$ cat src/rtl/fcmd_pkg.sv
`timescale 1ns/1ps
package fcmd_pkg;

  typedef enum int {
    S_READ  = 0,
    S_QUERY = 1,
    S_PBUSY = 2,
    S_PSUSP = 3,
    S_EBUSY = 4,
    S_ESUSP = 5,
    S_ERROR = 6
  } st_idx_e;

  localparam int N_ST = 7;

  localparam logic [7:0] OP_RESET  = 8'hF0;
  localparam logic [7:0] OP_QRY_A  = 8'h90;
  localparam logic [7:0] OP_QRY_B  = 8'h98;
  localparam logic [7:0] OP_PROG   = 8'hA0;
  localparam logic [7:0] OP_ERASE  = 8'h80;
  localparam logic [7:0] OP_BLANK  = 8'h33;
  localparam logic [7:0] OP_SUSP   = 8'hB0;
  localparam logic [7:0] OP_RESUME = 8'h30;

  typedef struct packed {
    logic reset;
    logic query_ok;
    logic query_bad;
    logic prog;
    logic erase;
    logic blank;
    logic susp;
    logic resume;
    logic unknown;
  } cmd_t;

  function automatic logic [N_ST-1:0] onehot(st_idx_e i);
    logic [N_ST-1:0] v;
    v = '0;
    v[i] = 1'b1;
    return v;
  endfunction

endpackage

$ cat src/rtl/fcmd_decode.sv
`timescale 1ns/1ps
module fcmd_decode
  import fcmd_pkg::*;
#(
  parameter int              OFS_W     = 8,
  parameter logic [OFS_W-1:0] QUERY_OFS = 'h55
) (
  input  logic [OFS_W-1:0] ofs,
  input  logic [15:0]      data,
  output cmd_t             cmd
);

  logic [7:0] lo;
  logic       qry_hit;
  logic       ofs_hit;
  logic       unused_hi;

  assign lo        = data[7:0];
  assign unused_hi = ^data[15:8];
  assign qry_hit   = (lo == OP_QRY_A) || (lo == OP_QRY_B);
  assign ofs_hit   = (ofs == QUERY_OFS);

  always_comb begin
    cmd           = '0;
    cmd.reset     = (lo == OP_RESET);
    cmd.query_ok  = qry_hit && ofs_hit;
    cmd.query_bad = qry_hit && !ofs_hit;
    cmd.prog      = (lo == OP_PROG);
    cmd.erase     = (lo == OP_ERASE);
    cmd.blank     = (lo == OP_BLANK);
    cmd.susp      = (lo == OP_SUSP);
    cmd.resume    = (lo == OP_RESUME);
    cmd.unknown   = !(cmd.reset || qry_hit || cmd.prog || cmd.erase ||
                      cmd.blank || cmd.susp || cmd.resume);
  end

endmodule

$ cat src/rtl/fcmd_fsm.sv
`timescale 1ns/1ps
module fcmd_fsm
  import fcmd_pkg::*;
(
  input  logic            clk,
  input  logic            rst_n,
  input  logic            wr,
  input  cmd_t            cmd,
  input  logic            cfg_async,
  input  logic            op_done,
  output logic [N_ST-1:0] state
);

  logic [N_ST-1:0] nxt;

  always_comb begin
    nxt = state;
    if (state[S_READ]) begin
      if (wr) begin
        if (cmd.reset)          nxt = onehot(S_READ);
        else if (cmd.query_ok)  nxt = onehot(S_QUERY);
        else if (cmd.prog)      nxt = onehot(S_PBUSY);
        else if (cmd.erase)     nxt = onehot(S_EBUSY);
        else if (cmd.blank)     nxt = cfg_async ? onehot(S_EBUSY) : state;
        else if (cmd.susp || cmd.resume) nxt = state;
        else                    nxt = onehot(S_ERROR);
      end
    end else if (state[S_QUERY] || state[S_ERROR]) begin
      if (wr && cmd.reset) nxt = onehot(S_READ);
    end else if (state[S_PBUSY]) begin
      if (op_done)               nxt = onehot(S_READ);
      else if (wr && cmd.susp)   nxt = onehot(S_PSUSP);
    end else if (state[S_PSUSP]) begin
      if (wr && cmd.resume)      nxt = onehot(S_PBUSY);
    end else if (state[S_EBUSY]) begin
      if (op_done)               nxt = onehot(S_READ);
      else if (wr && cmd.susp)   nxt = onehot(S_ESUSP);
    end else if (state[S_ESUSP]) begin
      if (wr && cmd.resume)      nxt = onehot(S_EBUSY);
    end else begin
      nxt = onehot(S_READ);
    end
  end

  always_ff @(posedge clk or negedge rst_n) begin
    if (!rst_n) state <= onehot(S_READ);
    else        state <= nxt;
  end

  AST_ONE_HOT_MODE: assert property (@(posedge clk) disable iff (!rst_n)
    $countones(state) == 1);
  AST_ERROR_STICKY: assert property (@(posedge clk) disable iff (!rst_n)
    state[S_ERROR] && !(wr && cmd.reset) |=> state[S_ERROR]);
  AST_RESET_BUSY_IGNORED: assert property (@(posedge clk) disable iff (!rst_n)
    wr && cmd.reset && state[S_PBUSY] && !op_done |=> state[S_PBUSY]);
  AST_BLANK_REJECTED: assert property (@(posedge clk) disable iff (!rst_n)
    wr && cmd.blank && !cfg_async && state[S_READ] |=> state[S_READ]);
  AST_SUSPEND_PROG: assert property (@(posedge clk) disable iff (!rst_n)
    wr && cmd.susp && state[S_PBUSY] && !op_done |=> state[S_PSUSP]);
  AST_SUSPEND_ERASE: assert property (@(posedge clk) disable iff (!rst_n)
    wr && cmd.susp && state[S_EBUSY] && !op_done |=> state[S_ESUSP]);
  AST_RESUME_IGNORED: assert property (@(posedge clk) disable iff (!rst_n)
    wr && cmd.resume && (state[S_READ] || state[S_QUERY] || state[S_ERROR])
    |=> $stable(state));
  AST_DONE_WINS: assert property (@(posedge clk) disable iff (!rst_n)
    op_done && (state[S_PBUSY] || state[S_EBUSY]) |=> state[S_READ]);

endmodule

$ cat src/rtl/fcmd_ctrl.sv
`timescale 1ns/1ps
module fcmd_ctrl
  import fcmd_pkg::*;
#(
  parameter int               OFS_W     = 8,
  parameter logic [OFS_W-1:0] QUERY_OFS = 'h55
) (
  input  logic             clk,
  input  logic             rst_n,
  input  logic             wr_en,
  input  logic [OFS_W-1:0] wr_ofs,
  input  logic [15:0]      wr_data,
  input  logic             cfg_async,
  input  logic             op_done,
  output logic [N_ST-1:0]  mode,
  output logic             read_source
);

  cmd_t cmd;

  fcmd_decode #(.OFS_W(OFS_W), .QUERY_OFS(QUERY_OFS)) u_dec (
    .ofs  (wr_ofs),
    .data (wr_data),
    .cmd  (cmd)
  );

  fcmd_fsm u_fsm (
    .clk       (clk),
    .rst_n     (rst_n),
    .wr        (wr_en),
    .cmd       (cmd),
    .cfg_async (cfg_async),
    .op_done   (op_done),
    .state     (mode)
  );

  assign read_source = mode[S_QUERY];

  AST_QUERY_FROM_READ: assert property (@(posedge clk) disable iff (!rst_n)
    $rose(read_source) |-> $past(mode[S_READ]));

endmodule

$ cat config.mk
export PLATFORM = sky130hd
export DESIGN_NAME = fcmd_ctrl
export DESIGN_NICKNAME = d
export VERILOG_FILES = /design/src/rtl/fcmd_pkg.sv /design/src/rtl/fcmd_decode.sv /design/src/rtl/fcmd_fsm.sv /design/src/rtl/fcmd_ctrl.sv
export SDC_FILE = /design/constraint.sdc
export NUM_CORES = 1
export LEC_CHECK = 0
export BUFFER_PORTS_ARGS = -buffer_cell sky130_fd_sc_hd__buf_4
export CAP_MARGIN = 20
export CORE_UTILIZATION = 42
export DETAILED_ROUTE_END_ITERATION = 8
export GPL_TIMING_DRIVEN = 0
export PLACE_DENSITY = 0.74
export SLEW_MARGIN = 10
export SYNTH_ARGS = -nofsm -noshare
export SYNTH_HDL_FRONTEND = slang
export SYNTH_SLANG_ARGS = --single-unit
$ cat constraint.sdc
create_clock -name clk -period 1.8 [get_ports clk]
set_input_delay 0.09 -clock clk [delete_from_list [all_inputs] [get_ports clk]]
set_output_delay 0.09 -clock clk [all_outputs]
set_load 0.05 [all_outputs]
==> summary.txt, run 1 <==
Global route
  – Vias in the first global route: about 600
  – Overflow left after global routing: 0
  – First-pass GRT wire length: about 2500 microns
  – GRT Overall Usage: 21.76%
  – Antenna violations before repair: 0
  – Pin count of the biggest net entering global routing: 11

Yosys
  – Unique masters post-synth: 36
  – Seq/Total Area, Yosys: approximately 27%
  – Cell taking the most area after synthesis: dfrtp_1
  – Synth top area share: approximately a quarter
  – Syn Nets: 104
  – Syn_area_per_cell: ~8.6 sq um
  – Synth Instances: between 70 and 80
  – Seq cells post-synth: 7
  – Syn Std Cell Area: ~640 sq um
  – Synth area leaders: dfrtp_1 (23%), a221o_1 (4.7%), nor4bb_1 (4.7%), nor2_1 (4.7%), dfstp_2 (4.1%)
  – YS warnings: 0

Finish
  – Reg with most FFs: u_fsm.state
  – Final core occ: around 67%
  – Share of cells above drive strength 1: roughly 37%
  – Max reg flops: 7
  – Regs by FF count: u_fsm.state x7
  – Ant. Diodes: 0
  – Nets@finish: between 100 and 150
  – Fill cells: ~120
  – Synth-to-Final Area Change: 41.55%

Timing
  – Slew headroom: between 60% and 70%
  – Hold_ws: ~140 ps
  – Final Max Slew Viols: 0
  – Final Hold Fails: 0
  – Setup ws final: 85.56 ps
  – # setup viols final: 0
  – Fin crit period: ~1700 ps
  – RSZ-0062 raised after global routing: false
  – Final worst-path cycle share: a little over nine tenths
  – Worst-case clock skew: roughly 3.2 ps
  – Setup TNS: 0 ps
  – Maximum clock frequency: approximately 0.6 GHz
  – Worst-margin pin slew: 537.3 ps

Floorplan
  – Core area: between 1000 and 1500 sq um
  – # IOs: 37
  – Initial cell density of the core: a little under half
  – Rows: 13
  – Die Y-Extent: 41.17 microns
  – Die area: ~1700 sq um
  – Die X: roughly 41 microns

Clock network
  – # clock sinks: 7
  – Clk slew on worst S/H paths: 50 ps
  – Clock insertion delay at the later pin of the skew report: approximately 250 ps
  – Htree depth: 1
  – CTS root buffer: clkbuf_4
  – CTS max path bufs: 2
  – TritonCTS Buffers: 3
  – CTS tree: built
  – Post-CTS setup buffer count: 0

Critical path
  – Largest stage delay on the critical path: between 600 and 700 ps
  – Delay-heaviest family, CP: compound AO/OA/AOI/OAI gates
  – CP Buf/Inv Count: 0
  – Critical path arrival: 1850 ps
  – Crit path kind: reg -> reg
  – Crit path from: u_fsm.state[0]
  – Worst path cell trace: nor4_2 -> and2_1 -> a32o_1 -> a221o_1 -> a21o_1
  – Crit Path Max Fanout: 8
  – WP data required: 1940 ps
  – Worst setup EP type: flip-flop
  – Reg2reg start: u_fsm.state[0]
  – Slowest stage cell, crit path: dfstp_4
  – Worst setup SP type: flip-flop

Routing
  – DR vias: 753
  – Vias per std cell: between 6 and 7
  – DRT Pass-1 Iters: 4
  – Initial DRC count: 17
  – Post-Route WL: roughly 1700 microns
  – Post-route ant nets: 0
  – # DRC: 0
  – Routed len/inst: 13.72 microns

Power and ir drop
  – Worst VDD drop: around 0.38 mV
  – Static Leak: around 0.43 nW
  – Total power draw: 0.7140 mW
  – PwrDens: 782.8 nW/um^2

Placed design
  – Pre-CTS setup slack: 74.95 ps
  – IO buf count: 27
  – Routability cong.: just over 0.8
  – DP Wirelength: 1311 microns

Flow run
  – Max-Cap Viols: 0

Hold path
  – Hold path startpoint: wr_ofs[7]
  – Path type of the worst min-delay path: in -> reg

Run status
  – Outcome: finished clean
per-layer routing:
| metal | part of all wire [%] | vias to the layer above | track usage [%] |
|---|---|---|---|
| met3 | 6.9 | 2 | 7.609 |
| li1 | - | 362 | - |
| met2 | 51 | 38 | 38.67 |
| met1 | 42 | 351 | 25.97 |
| met5 | 0 | - | 0 |
| met4 | 0.48 | 0 | 1.613 |
area by class of cell:
cell class                 instances  area, sq um  share of cell area, %
sequential                         7        180.2                  19.75
tap                               15        18.77                  2.058
buffer                             3        17.52                  1.920
timing repair buffer              28        212.7                  23.32
clock buffer                       4        26.28                  2.881
multi-input combinational         63        449.2                  49.25
inverter                           2        7.507                 0.8230
worst reg2reg max path, stage by stage (launching register included):
cell and delay, ps:
dfstp_4 650, nor4_2 70, and2_1 210, a32o_1 210
a221o_1 300, a21o_1 160
Yosys cell counts:
library cell,instances
o221ai_2,1
buf_2,2
o2111ai_1,1
nor4_1,2
nand2_1,4
o2bb2ai_1,2
o21ai_0,2
o21a_1,1
a21boi_0,1
nand3_2,1
a21oi_1,2
nor4b_1,2
nand4b_1,1
o21bai_1,1
dfrtp_1,6
nor3_1,3
nor4bb_1,3
a21o_1,1
inv_1,2
nand3_1,4
buf_4,1
nand4_1,4
nor2_1,8
o211a_1,1
a221o_1,3
a31o_2,1
a22o_1,2
nor4_4,1
a31oi_1,1
a32o_1,1
and3_2,1
dfstp_2,1
o211ai_1,1
and2_1,1
nor2b_1,4
and3b_1,2
kinds of logic after synthesis:
kind of cell           synth area share (%)
AO/OA/AOI/OAI                         28.16
buffers and inverters                 3.884
flip-flops                            27.38
AND/OR/NAND/NOR                       40.58
final timing paths:
path,to,depth (start not counted),slack [ps]
worst min-delay path,u_fsm.state[1],3,140
worst max register to register,u_fsm.state[4],5,90
worst max-delay path,u_fsm.state[4],5,90
min in group asynchronous,u_fsm.state[3],2,190
worst min register to register,u_fsm.state[6],1,610
max in group asynchronous,u_fsm.state[0],2,1400
per-stage QoR:
stage	area, sq um	instances
after floorplan	648.1	75
after global placement	869.6	117
after detailed placement	869.6	117
after CTS	905.9	122
after global routing	912.1	122
final	912.1	122
cell usage in the layout, fill, tap and decap left out, drive strengths merged:
cell type / netlist / routed
a21boi: 1 / 1
a21o: 1 / 1
a21oi: 2 / 2
a221o: 3 / 3
a22o: 2 / 2
a31o: 1 / 1
a31oi: 1 / 1
a32o: 1 / 1
and2: 1 / 1
and3: 1 / 1
and3b: 2 / 2
buf: 3 / 30
clkbuf: 0 / 4
dfrtp: 6 / 6
dfstp: 1 / 1
dlygate4sd3: 0 / 1
inv: 2 / 2
nand2: 4 / 4
nand3: 5 / 5
nand4: 4 / 4
nand4b: 1 / 1
nor2: 8 / 8
nor2b: 4 / 4
nor3: 3 / 3
nor4: 3 / 3
nor4b: 2 / 2
nor4bb: 3 / 3
o2111ai: 1 / 1
o211a: 1 / 1
o211ai: 1 / 1
o21a: 1 / 1
o21ai: 2 / 2
o21bai: 1 / 1
o221ai: 1 / 1
o2bb2ai: 2 / 2
repair_timing:
item                       in CTS  in global routing
gates resized for setup         0                  1
hold buffers                    1                  0
setup endpoints to repair       0                  2
hold endpoints to repair        7                  0
power breakdown:
| part | switching, mW | leakage, nW | internal [mW] |
|---|---|---|---|
| sequential | 0.0414 | 0.0928 | 0.197 |
| clock | 0.0562 | 0.0150 | 0.0845 |
| combinational | 0.205 | 0.321 | 0.130 |
(Power assumes the default switching activity.)
==> run 2: changes to the inputs <==
--- a/config.mk
+++ b/config.mk
@@ -7,10 +7,11 @@
 export LEC_CHECK = 0
 export BUFFER_PORTS_ARGS = -buffer_cell sky130_fd_sc_hd__buf_4
 export CAP_MARGIN = 20
-export CORE_UTILIZATION = 42
+export CORE_UTILIZATION = 48
+export CTS_BUF_LIST = sky130_fd_sc_hd__clkbuf_4
 export DETAILED_ROUTE_END_ITERATION = 8
 export GPL_TIMING_DRIVEN = 0
-export PLACE_DENSITY = 0.74
+export PLACE_DENSITY = 0.83
 export SLEW_MARGIN = 10
 export SYNTH_ARGS = -nofsm -noshare
 export SYNTH_HDL_FRONTEND = slang
==> constraint.sdc (replaced) <==
create_clock -name clk -period 2 [get_ports clk]
set_input_delay 0.1 -clock clk [delete_from_list [all_inputs] [get_ports clk]]
set_output_delay 0.1 -clock clk [all_outputs]
set_load 0.01 [all_outputs]
==> run 2 against run 1 <==
Compared with the run above:
- clock power hardly changed
- sequential cell count did not move
- sequential power is 13% lower
- utilization is 10 points higher
- first-iteration DRC count shrank 5.9%
- fmax is 0.47% lower
- global-route usage rose by 6.9 points
- critical endpoint unchanged
==> summary.txt, run 2 (synthesis gave the netlist of run 1 again) <==
Run status
  – Outcome: finished clean

Finish
  – Fill cells: 105
  – Most common cell after layout, fill and taps aside: buf_4
  – Ant. Diodes: 0
  – Leading cell types in the layout, fill and taps excluded: buf_4 (28), nor2_1 (8), dfrtp_1 (6)
  – Reg with most FFs: u_fsm.state
  – Non-filler cells, final: 121
  – Max reg flops: 7
  – Share of cells above drive strength 1: between 30 and 40%
  – Footprint of the multi-input gates: about 440 sq um
  – Synth-to-Final Area Change: 40.39%
  – Seq. cell area: around 180 sq um
  – Regs by FF count: u_fsm.state x7
  – Nets@finish: approximately 140

Routing
  – Routed len/inst: roughly 15 microns
  – DR vias: 758
  – # DRC: 0
  – Post-route ant nets: 0
  – DRT Pass-1 Iters: 4
  – Post-Route WL: roughly 1800 microns
  – Initial DRC count: 16
  – Vias per std cell: around 6.3

Timing
  – Hold_ws: 154.5 ps
  – # setup viols final: 0
  – Fin crit period: roughly 1700 ps
  – Final worst-path cycle share: a little under nine tenths
  – Final Hold Fails: 0
  – Worst-margin pin slew: about 640 ps
  – Final Max Slew Viols: 0
  – Worst-case clock skew: between 5 and 6 ps
  – RSZ-0062 raised after global routing: false
  – Slew headroom: between 50 and 60%
  – Setup TNS: 0 ps
  – Maximum clock frequency: 0.5805 GHz

Critical path
  – Worst path cell trace: nor4_1 -> and2_1 -> a32o_1 -> a221o_1 -> a21o_1
  – R2R setup slack: around 280 ps
  – Crit path kind: reg -> reg
  – Worst setup EP type: flip-flop
  – Crit. path cell count: 5
  – CP Buf/Inv Count: 0
  – Largest stage delay on the critical path: 610 ps
  – WP data required: about 2100 ps
  – Reg2reg start: u_fsm.state[0]
  – Crit path from: u_fsm.state[0]
  – Critical path arrival: roughly 1900 ps
  – FF-to-FF path depth: 5
  – Crit path to: u_fsm.state[4]
  – Worst R2R End: u_fsm.state[4]
  – Worst setup SP type: flip-flop
  – Delay-heaviest family, CP: compound AO/OA/AOI/OAI gates
  – Crit Path Max Fanout: 8
  – Slowest stage cell, crit path: dfstp_2

Global route
  – First-pass GRT wire length: between 2000 and 3000 microns
  – Met3 capacity usage during global routing: ~5.8%
  – Vias in the first global route: 713
  – GRT Overall Usage: 28.64%
  – Pin count of the biggest net entering global routing: 11
  – Antenna violations before repair: 0
  – Overflow left after global routing: 0
  – Most Used Layer, Global Route: met2
  – Grt met2 use: a little over 50%
  – Met1 GRT Util: approximately a third

Floorplan
  – Rows: 12
  – Initial cell density of the core: a little under three fifths
  – Die area: 1493 sq um
  – Core area: around 1200 sq um
  – Die X: 38.64 microns
  – # IOs: 37
  – Die Y-Extent: roughly 39 microns

Clock network
  – Clock insertion delay at the later pin of the skew report: about 250 ps
  – CTS tree: built
  – CTS resizes: 0
  – CTS max path bufs: 2
  – TritonCTS Buffers: 3
  – # clock sinks: 7
  – Htree depth: 1
  – CTS root buffer: clkbuf_4
  – Clk slew on worst S/H paths: approximately 60 ps

Power and ir drop
  – Static Leak: ~0.43 nW
  – Worst VDD drop: 0.3425 mV
  – PwrDens: about 640 nW/um^2

Hold path
  – Path type of the worst min-delay path: in -> reg

Placed design
  – Routability cong.: between 0.7 and 0.8
  – DP Wirelength: about 1400 microns
  – Dpl cells: 116
  – IO buf count: 27

Flow run
  – Max-Cap Viols: 0
-- run 2: worst min path at each step --
stage                          end  slack (ps)  startpoint  cells after the start
detailed placement  u_fsm.state[4]         -80       rst_n                      1
floorplan           u_fsm.state[1]        -200       rst_n                      0
global route        u_fsm.state[1]         170   wr_ofs[7]                      3
global placement    u_fsm.state[4]         -90       rst_n                      1
finish              u_fsm.state[1]         150   wr_ofs[7]                      3
CTS                 u_fsm.state[1]         150   wr_ofs[7]                      3
-- run 2: repair_timing --
item,in CTS,in global routing
hold buffers,1,0
endpoints found under the hold margin,7,0
setup buffers,0,0
-- run 2: metrics by stage --
step / worst slack (ps) / cell area [sq um] / total power, mW / util [%]
floorplan: 396.0 / 644.4 / 0.3279 / -
global placement: 309.7 / 864.6 / 0.4329 / 73.82
detailed placement: 308.9 / 864.6 / 0.4359 / 73.82
CTS: 292.4 / 904.6 / 0.5813 / 77.24
global route: 190.8 / 904.6 / 0.6246 / 77.24
finish: 277.5 / 904.6 / 0.5804 / 77.24
-- run 2: where the power goes --
| part | leakage [nW] | internal (mW) | switching [mW] | total [mW] |
|---|---|---|---|---|
| sequential | 0.0925 | 0.171 | 0.0377 | 0.208 |
| combinational | 0.320 | 0.110 | 0.119 | 0.229 |
| clock | 0.0184 | 0.0898 | 0.0534 | 0.143 |
-- run 2: area by class of cell --
| class | instances | share of cell area [%] |
|---|---|---|
| multi-input combinational | 63 | 48.96 |
| timing repair buffer | 28 | 23.51 |
| sequential | 7 | 19.50 |
| clock buffer | 4 | 3.320 |
| buffer | 3 | 1.936 |
| tap | 14 | 1.936 |
| inverter | 2 | 0.8299 |
-- run 2: worst register-to-register path: stages, from the launching register on --
cell and delay (ps):
dfstp_2 610, nor4_1 110, and2_1 220, a32o_1 220, a221o_1 300, a21o_1 150
-- run 2: per-layer routing --
layer  vias up  wire length, microns
met5         -                     0
met3         4                   122
met2        37                   898
met4         0                    19
met1       351                   726
li1        366                     -
==> run 3: changes to the inputs <==
--- a/config.mk
+++ b/config.mk
@@ -5,13 +5,14 @@
 export SDC_FILE = /design/constraint.sdc
 export NUM_CORES = 1
 export LEC_CHECK = 0
+export ABC_CLOCK_PERIOD_IN_PS = 1900
 export BUFFER_PORTS_ARGS = -buffer_cell sky130_fd_sc_hd__buf_4
 export CAP_MARGIN = 20
-export CORE_UTILIZATION = 48
+export CORE_UTILIZATION = 44
 export CTS_BUF_LIST = sky130_fd_sc_hd__clkbuf_4
 export DETAILED_ROUTE_END_ITERATION = 8
 export GPL_TIMING_DRIVEN = 0
-export PLACE_DENSITY = 0.83
+export PLACE_DENSITY = 0.77
 export SLEW_MARGIN = 10
 export SYNTH_ARGS = -nofsm -noshare
 export SYNTH_HDL_FRONTEND = slang
==> constraint.sdc (replaced) <==
create_clock -name clk -period 1.9 [get_ports clk]
set_input_delay 0.095 -clock clk [delete_from_list [all_inputs] [get_ports clk]]
set_output_delay 0.095 -clock clk [all_outputs]
set_load 0.01 [all_outputs]
==> run 3 against run 2 <==
Compared with the run above:
- clock skew shrank 3.2 ps
- routed wire length shrank 4.1%
- design area grew 0.83%
- cell count grew 0.83%
- register-to-register slack lost 60 ps
- global-route usage shrank 4.3 points
- largest cell class unchanged
- via count shrank 3.7%
- critical path type unchanged
- count of clock-buffer cells in the layout is the same
==> summary.txt, run 3 (synthesis gave the netlist of run 1 again) <==
Floorplan
  – Die Y-Extent: 40.27 microns
  – Die X: 40.27 microns
  – Core area: about 1300 sq um
  – # IOs: 37
  – Initial cell density of the core: between 40% and 50%
  – Die area: 1622 sq um
  – Rows: 13

Global route
  – First-pass GRT wire length: about 2700 microns
  – Antenna violations before repair: 0
  – GRT Overall Usage: 24.31%
  – Vias in the first global route: around 650
  – Pin count of the biggest net entering global routing: 11
  – Overflow left after global routing: 0

Clock network
  – Clk slew on worst S/H paths: approximately 50 ps
  – Clock insertion delay at the later pin of the skew report: between 200 and 300 ps
  – TritonCTS Buffers: 3
  – CTS tree: built
  – CTS root buffer: clkbuf_4
  – Post-CTS setup buffer count: 0
  – Htree depth: 1
  – # clock sinks: 7
  – CTS max path bufs: 2

Timing
  – Final Max Slew Viols: 0
  – # setup viols final: 0
  – Maximum clock frequency: a little under 0.6 GHz
  – Final worst-path cycle share: between 80 and 90%
  – Worst-margin pin slew: around 540 ps
  – Final Hold Fails: 0
  – Slew headroom: a little under two thirds
  – RSZ-0062 raised after global routing: false
  – Setup TNS: 0 ps
  – Worst-case clock skew: 2.285 ps
  – Fin crit period: around 1700 ps

Finish
  – Ant. Diodes: 0
  – Nets@finish: about 140
  – Leading cell types in the layout, fill and taps excluded: buf_4 (28), nor2_1 (8), dfrtp_1 (6)
  – Final core occ: 68.39%
  – Seq. cell area: 176.4 sq um
  – Fill cells: 110
  – Share of cells above drive strength 1: about two fifths
  – Footprint of the multi-input gates: about 450 sq um
  – Reg with most FFs: u_fsm.state
  – Most common cell after layout, fill and taps aside: buf_4
  – Regs by FF count: u_fsm.state x7
  – Synth-to-Final Area Change: 41.55%
  – Max reg flops: 7

Critical path
  – Crit Path Max Fanout: 8
  – Worst R2R End: u_fsm.state[4]
  – Worst setup EP type: flip-flop
  – R2R setup slack: between 200 and 250 ps
  – Crit path kind: reg -> reg
  – WP data required: 2040 ps
  – Worst setup SP type: flip-flop
  – FF-to-FF path depth: 5
  – Critical path arrival: 1820 ps
  – Reg2reg start: u_fsm.state[0]

Routing
  – # DRC: 0
  – DR vias: 730
  – Post-route ant nets: 0
  – DRT Pass-1 Iters: 4
  – Post-Route WL: 1693 microns
  – Vias per std cell: between 5 and 6
  – Initial DRC count: 13
  – Routed len/inst: about 14 microns

Placed design
  – Routability cong.: slightly above 0.8
  – DP Wirelength: between 1000 and 1500 microns
  – IO buf count: 27

Power and ir drop
  – Static Leak: roughly 0.43 nW
  – PwrDens: between 600 and 700 nW/um^2
  – Worst VDD drop: about 0.41 mV

Hold path
  – Hold Path Stages: 3
  – Worst Hold Path EP: u_fsm.state[1]
  – Path type of the worst min-delay path: in -> reg
  – Hold path startpoint: wr_ofs[7]

Run status
  – Outcome: finished clean

Flow run
  – Max-Cap Viols: 0
## run 3: cell count changes in the layout (fill, tap and decap cells not counted)
cell,change
nor4_1,-1
nor4_2,+1
## run 3: worst max-delay path by stage
stage	startpoint	endpoint	slack, ps	cells past startpoint
2_1_floorplan	u_fsm.state[0]	u_fsm.state[4]	300	5
3_3_place_gp	u_fsm.state[0]	u_fsm.state[4]	220	5
3_5_place_dp	u_fsm.state[0]	u_fsm.state[4]	210	5
4_1_cts	u_fsm.state[0]	u_fsm.state[4]	210	5
5_1_grt	u_fsm.state[0]	u_fsm.state[4]	140	5
6_report	u_fsm.state[0]	u_fsm.state[4]	220	5
## run 3: where the power goes
part / switching, mW / leakage [nW] / internal, mW
Combinational: 0.124 / 0.321 / 0.121
Sequential: 0.0456 / 0.0925 / 0.180
Clock: 0.0505 / 0.0184 / 0.0941
Total: 0.220 / 0.432 / 0.395
## run 3: metal layers
| layer | global-route usage [%] | wire, microns |
|---|---|---|
| met5 | 0 | 0 |
| met4 | 2.500 | 15 |
| met3 | 7.222 | 89 |
| met2 | 44.76 | 846 |
| met1 | 28.38 | 741 |
## run 3: layout make-up
class | instances | area share (%)
multi-input combinational | 63 | 49.25
timing repair buffer | 28 | 23.32
sequential | 7 | 19.34
clock buffer | 4 | 3.292
tap | 15 | 2.058
buffer | 3 | 1.920
inverter | 2 | 0.8230
## run 3: timing repair
| action | in CTS | in global routing |
|---|---|---|
| gates resized for setup | 0 | 1 |
| setup endpoints to repair | 0 | 2 |
| hold buffers | 1 | 0 |
| endpoints found under the hold margin | 7 | 0 |
## run 3: worst max-delay path, cell delays in order (launching register included)
cell	delay, ps
dfstp_2	610
nor4_2	90
and2_1	210
a32o_1	210
a221o_1	310
a21o_1	150
## run 3: stage by stage
step / cells / instance area [sq um] / hold slack, ps / setup WS, ps / total power, mW
2_1_floorplan: 75 / 644.4 / -200.6 / 296.0 / 0.3451
3_5_place_dp: 117 / 865.8 / -93.18 / 205.9 / 0.4580
3_3_place_gp: 117 / 865.8 / -92.70 / 217.1 / 0.4551
6_report: 122 / 912.1 / 142.0 / 215.3 / 0.6146
4_1_cts: 122 / 905.9 / 139.2 / 206.5 / 0.6076
5_1_grt: 122 / 912.1 / 152.4 / 144.8 / 0.6580
